==> src/rtl/cacc_pkg.sv <==
package cacc_pkg;
  localparam int CR_W   = 32;
  localparam int PAD_W  = 4;
  localparam int MODE_W = 2;
  localparam int ALG_W  = 3;
  localparam int PH_W   = 2;

  localparam int B_EN    = 0;
  localparam int B_MODE  = 1;
  localparam int B_ALG   = 3;
  localparam int B_CCFIE = 9;
  localparam int B_ERRIE = 10;
  localparam int B_DIN   = 11;
  localparam int B_DOUT  = 12;
  localparam int B_PH    = 13;
  localparam int B_KEY   = 18;
  localparam int B_PAD   = 20;

  typedef struct packed {
    logic [PAD_W-1:0]  pad;
    logic              key256;
    logic [PH_W-1:0]   phase;
    logic              dma_out_en;
    logic              dma_in_en;
    logic              err_ie;
    logic              ccf_ie;
    logic [ALG_W-1:0]  alg;
    logic [MODE_W-1:0] mode;
    logic              en;
  } cr_t;

  function automatic cr_t cr_unpack(input logic [CR_W-1:0] w);
    cr_t c;
    c.en         = w[B_EN];
    c.mode       = w[B_MODE +: MODE_W];
    c.alg        = w[B_ALG +: ALG_W];
    c.ccf_ie     = w[B_CCFIE];
    c.err_ie     = w[B_ERRIE];
    c.dma_in_en  = w[B_DIN];
    c.dma_out_en = w[B_DOUT];
    c.phase      = w[B_PH +: PH_W];
    c.key256     = w[B_KEY];
    c.pad        = w[B_PAD +: PAD_W];
    return c;
  endfunction

  function automatic logic [CR_W-1:0] cr_pack(input cr_t c);
    logic [CR_W-1:0] w;
    w = '0;
    w[B_EN]              = c.en;
    w[B_MODE +: MODE_W]  = c.mode;
    w[B_ALG +: ALG_W]    = c.alg;
    w[B_CCFIE]           = c.ccf_ie;
    w[B_ERRIE]           = c.err_ie;
    w[B_DIN]             = c.dma_in_en;
    w[B_DOUT]            = c.dma_out_en;
    w[B_PH +: PH_W]      = c.phase;
    w[B_KEY]             = c.key256;
    w[B_PAD +: PAD_W]    = c.pad;
    return w;
  endfunction

  function automatic logic alg_is_auth(input logic [ALG_W-1:0] a);
    return (a == ALG_W'(3)) || (a == ALG_W'(4));
  endfunction

  function automatic logic mode_moves_data(input logic [MODE_W-1:0] m);
    return (m == MODE_W'(1)) || (m == MODE_W'(3));
  endfunction

  function automatic logic irq_merge(input logic ccf, input logic ccf_ie,
                                     input logic rderr, input logic wrerr,
                                     input logic err_ie);
    return (ccf & ccf_ie) | ((rderr | wrerr) & err_ie);
  endfunction
endpackage

==> src/rtl/cacc_regs.sv <==
module cacc_regs
  import cacc_pkg::*;
(
  input  logic            clk,
  input  logic            rst_n,
  input  logic            wr,
  input  logic [CR_W-1:0] wdata,
  output cr_t             q,
  output logic            key_lock
);
  cr_t nx;
  logic unused_bits;

  assign unused_bits = ^{wdata[CR_W-1:B_PAD+PAD_W], wdata[B_KEY+1],
                         wdata[B_KEY-1:B_PH+PH_W], wdata[B_CCFIE-1:B_ALG+ALG_W]};

  // Key length frozen when running and this write keeps it running
  assign key_lock = wr & q.en & wdata[B_EN];

  always_comb begin
    nx = cr_unpack(wdata);
    if (key_lock) nx.key256 = q.key256;
  end

  always_ff @(posedge clk) begin
    if (!rst_n)  q <= '0;
    else if (wr) q <= nx;
  end
endmodule

==> src/rtl/cacc_dmareq.sv <==
module cacc_dmareq (
  input  logic clk,
  input  logic rst_n,
  input  logic permit,
  input  logic core_flag,
  input  logic ack,
  output logic req,
  output logic ack_hit
);
  assign ack_hit = req & ack;

  always_ff @(posedge clk) begin
    if (!rst_n) req <= 1'b0;
    else        req <= permit & core_flag & ~ack_hit;
  end
endmodule

==> src/rtl/cacc_irq.sv <==
module cacc_irq
  import cacc_pkg::*;
(
  input  cr_t  cr,
  input  logic st_ccf,
  input  logic st_rderr,
  input  logic st_wrerr,
  output logic irq
);
  assign irq = irq_merge(st_ccf, cr.ccf_ie, st_rderr, st_wrerr, cr.err_ie);
endmodule

==> src/rtl/cacc_ctrl.sv <==
module cacc_ctrl
  import cacc_pkg::*;
(
  input  logic             clk,
  input  logic             rst_n,
  input  logic             bus_wr,
  input  logic [CR_W-1:0]  bus_wdata,
  input  logic             bus_rd,
  output logic [CR_W-1:0]  bus_rdata,
  input  logic             core_in_rdy,
  input  logic             core_out_vld,
  input  logic             dma_in_ack,
  input  logic             dma_out_ack,
  input  logic             st_ccf,
  input  logic             st_rderr,
  input  logic             st_wrerr,
  output logic             cr_en,
  output logic [MODE_W-1:0] cr_mode,
  output logic [ALG_W-1:0] cr_alg,
  output logic             cr_key256,
  output logic [PH_W-1:0]  cr_phase,
  output logic [PAD_W-1:0] cr_pad,
  output logic             dma_in_req,
  output logic             dma_out_req,
  output logic             irq
);
  localparam int NDIR = 2;

  cr_t  cr;
  logic key_lock;
  logic data_mode;
  logic [NDIR-1:0] d_en, d_flag, d_ack, d_req, d_hit, d_permit;

  cacc_regs u_regs (
    .clk(clk), .rst_n(rst_n), .wr(bus_wr), .wdata(bus_wdata),
    .q(cr), .key_lock(key_lock)
  );

  assign data_mode = mode_moves_data(cr.mode);
  assign d_en   = {cr.dma_out_en, cr.dma_in_en};
  assign d_flag = {core_out_vld, core_in_rdy};
  assign d_ack  = {dma_out_ack, dma_in_ack};

  for (genvar d = 0; d < NDIR; d++) begin : g_dir
    assign d_permit[d] = cr.en & d_en[d] & data_mode;
    cacc_dmareq u_req (
      .clk(clk), .rst_n(rst_n), .permit(d_permit[d]),
      .core_flag(d_flag[d]), .ack(d_ack[d]),
      .req(d_req[d]), .ack_hit(d_hit[d])
    );
  end

  cacc_irq u_irq (
    .cr(cr), .st_ccf(st_ccf), .st_rderr(st_rderr), .st_wrerr(st_wrerr), .irq(irq)
  );

  assign dma_in_req  = d_req[0];
  assign dma_out_req = d_req[1];
  assign bus_rdata   = bus_rd ? cr_pack(cr) : '0;
  assign cr_en       = cr.en;
  assign cr_mode     = cr.mode;
  assign cr_alg      = cr.alg;
  assign cr_key256   = cr.key256;
  assign cr_pad      = cr.pad;
  assign cr_phase    = alg_is_auth(cr.alg) ? cr.phase : '0;
endmodule

==> config.mk <==
export PLATFORM = sky130hd
export DESIGN_NAME = cacc_ctrl
export DESIGN_NICKNAME = d
export VERILOG_FILES = /design/src/rtl/cacc_pkg.sv /design/src/rtl/cacc_regs.sv /design/src/rtl/cacc_dmareq.sv /design/src/rtl/cacc_irq.sv /design/src/rtl/cacc_ctrl.sv
export SDC_FILE = /design/constraint.sdc
export NUM_CORES = 1
export LEC_CHECK = 0
export BUFFER_PORTS_ARGS = -buffer_cell sky130_fd_sc_hd__buf_2
export CORE_MARGIN = 2
export CORE_UTILIZATION = 34
export DETAILED_ROUTE_END_ITERATION = 12
export MAX_ROUTING_LAYER = met4
export PLACE_DENSITY_LB_ADDON = 0.12
export SYNTH_ARGS = -nofsm -noshare
export SYNTH_HDL_FRONTEND = slang
export SYNTH_SLANG_ARGS = --single-unit
==> constraint.sdc <==
create_clock -name clk -period 0.8 [get_ports clk]
set_input_delay 0.08 -clock clk [delete_from_list [all_inputs] [get_ports clk]]
set_output_delay 0.08 -clock clk [all_outputs]
set_load 0.05 [all_outputs]
==> impl_metrics.yaml <==
outcome:
  outcome: "complete, but fails checks"
  failed_checks: "negative setup slack"
critical_path:
  crit-reg2reg-launch: "u_regs.q[0]"
  ff_to_ff_setup_slack_ns: -0.13
  critPathCaptureType: "output port"
  worstPathMaxFanout: 2
  worstReg2RegEnd: "g_dir[1].u_req.req"
  worst-endpoint-required_ns: 0.72
  worst-r2r-cell-count: 3
  critPathArrivalTime_ns: 1.36
  startpoint_type: "flip-flop"
  critical_path_type: "reg -> out"
floorplan:
  initial_core_util_pct: 35.5
  ios: 91
  die_area_um2: 3660
  placeableCoreArea_um2: 3050
  rows: 20
  fp.dieW_um: 60.5
  chipHeight_um: 60.5
pwr:
  total_switching_power_uw: 935
  irDropWorstVdd_mv: 0.893
  power-per-cell-area_nw_per_um2: 1300
  sw_frac_of_total_pct: 36.0
  share_comb_of_total_power_pct: 41.8
  pwr-share-seq_pct: 40.2
  internal-power_mw: 1.66
  p_leak_nw: 0.945
  power_frac_clock_pct: 18.0
final_layout:
  multiInputGateArea_um2: 642
  most_frequent_cells_in_the_layout: "sky130_fd_sc_hd__buf_8 (30), sky130_fd_sc_hd__buf_2 (27), sky130_fd_sc_hd__and2_4 (17)"
  antennaDiodeCount: 0
  final_common_cell: "sky130_fd_sc_hd__buf_8"
  sequential_cell_area_um2: 412
  fin_nets: 230
  n_fill_cell: 264
  layout-area-overhead-vs-synth_pct: 84.5
  ratio_of_cells_with_drive_above_1_in_the_final_layout_pct: 70.4
worst_hold_path:
  hold_path_end: "u_regs.q[12]"
  whs_path_depth: 3
  holdCritPathClass: "in -> reg"
  min-delay-start: "bus_wdata[18]"
logic_synthesis:
  synth_seq_cells: 19
  yosysWarningCount: 0
  post_synth.cell_area_avg_um2: 9.52
  post_synth_instance_area_um2: 1080
  yosysSeqAreaShare_pct: 35.1
  gate_count_of_the_mapped_netlist: 114
  yosysUniqueCellTypes: 17
placed_design:
  portBuffers: 60
  dp_hpwl_mm: 1.74
  routabilityCongestion: 0.691
  dpl_worst_slack_ns: -0.420
timing:
  fin_worst_skew_ns: 0.00490
  hold_ws_ns: 0.0248
  hold_viol_final: 0
  drv_slew: 0
  grt_setup_unrepaired: "yes"
  final_period_minus_worst_setup_slack_ns: 1.44
  layout_setup_ws_ns: -0.636
  maxClockFrequency_mhz: 696
  timing.final.crit_share_pct: 180
  finalSetupViolations: 39
route:
  wire_per_inst_um: 12.2
  route.antenna.remaining_nets: 0
  totalWireLength_mm: 2.80
  vias_per_cell: 4.23
  post-route-drc-count: 0
  detailedRoute.firstIterationViolations: 16
  detailroute.via_count: 972
  drt-pass1-iter-count: 4
grt:
  grt_pass1_vias: 940
  grt_usage_pct: 15.9
  global_route_wire_length_before_repair_mm: 4.15
  grt_antenna_before_repair: 0
  grt.overflow.total: 0
  largest_net_degree_at_the_start_of_global_routing: 18
cts:
  cts_inserted_buffers: 3
  ctsLongestPathBuffers: 2
  cts.sink_count: 19
  htree_levels: 1
  clkSlewWorstSetupHoldPaths_ns: 0.10
  clock_latency_ns: 0.29
  tritoncts: "done"
  cts_root_buf: "sky130_fd_sc_hd__clkbuf_4"
job:
  maxCapViolations: 0
==> cell usage after synthesis (all sizes together) <==
library cell / count / area, µm²
a211oi: 2 / 15.0
a21boi: 3 / 33.8
and2: 17 / 106
buf: 27 / 219
clkbuf: 2 / 7.51
conb: 1 / 3.75
dfxtp: 19 / 380
mux2i: 17 / 170
nand2: 6 / 22.5
nand3: 1 / 5.00
nand3b: 1 / 7.51
nor2b: 16 / 100
o21ai: 1 / 5.00
or3b: 1 / 8.76
==> through the flow <==
stage	instance area (µm²)	utilization, %	cells	power (mW)	TNS [ns]
after floorplan	1210	-	128	1.75	-0.745
after global placement	1410	46.3	210	1.84	-1.85
after detailed placement	1410	46.3	210	1.85	-2.04
after CTS	1890	61.8	222	2.55	-7.71
after global routing	2000	65.6	230	2.72	-9.30
final	2000	65.6	230	2.60	-7.68
==> state kept, by name (all words and copies together) (netlist names) <==
signal	flops
g_dir.u_req.req	2
u_regs.q	17
==> area by class of cell <==
type / count / share of cell area (%)
clock buffers: 4 / 1.31
well taps: 44 / 2.75
repair buffers: 83 / 43.3
flip-flops and latches: 19 / 20.6
multi-input cells: 80 / 32.1
==> cells by family (layout without fill, tap and decap cells) <==
logic type | Yosys count | count (layout) | share of synthesized area, %
buffers and inverters | 29 | 87 | 20.9
muxes | 17 | 17 | 15.7
other | 1 | 15 | 0.346
and+or+nand+nor | 42 | 42 | 23.1
DFF | 19 | 19 | 35.1
AOI/OAI and AO/OA | 6 | 6 | 4.96
==> critical path: stages, from the launching register on <==
cell                       delay [ns]
sky130_fd_sc_hd__dfxtp_2         0.33
sky130_fd_sc_hd__or3b_4          0.42
sky130_fd_sc_hd__a21boi_4        0.14
sky130_fd_sc_hd__buf_6           0.17
==> worst max path at each step <==
stage,slack [ns],startpoint,cells past startpoint,endpoint
after global placement,-0.41,u_regs.q[4],3,cr_phase[0]
after detailed placement,-0.42,u_regs.q[4],3,cr_phase[0]
after global routing,-0.70,u_regs.q[3],3,cr_phase[1]
after floorplan,-0.38,u_regs.q[4],2,cr_phase[0]
final,-0.64,u_regs.q[3],3,cr_phase[1]
after CTS,-0.65,u_regs.q[3],3,cr_phase[1]
==> power by group through the flow <==
stage / Sequential [mW] / Combinational (mW) / Clock, mW
final: 1.04 / 1.09 / 0.467
after detailed placement: 1.06 / 0.790 / 0
after global placement: 1.05 / 0.786 / 0
after global routing: 1.05 / 1.14 / 0.529
after floorplan: 1.07 / 0.677 / 0
after CTS: 1.05 / 1.02 / 0.482
==> layer usage <==
layer | vias to the layer above | routed length, µm | GRT usage (%)
met5 | - | 0 | -
met4 | 0 | 30 | 6.52
met3 | 4 | 130 | 2.13
met2 | 38 | 1620 | 29.5
met1 | 455 | 1020 | 16.9
li1 | 475 | - | -
==> repair_timing <==
action / in CTS / in global routing
hold endpoints to repair: 2 / 0
endpoints found under the setup margin: 33 / 40
pin swaps: 3 / 2
resized for setup: 132 / 16
hold buffers: 2 / 0
setup buffers: 6 / 11
Power figures use the tool's default switching activity.
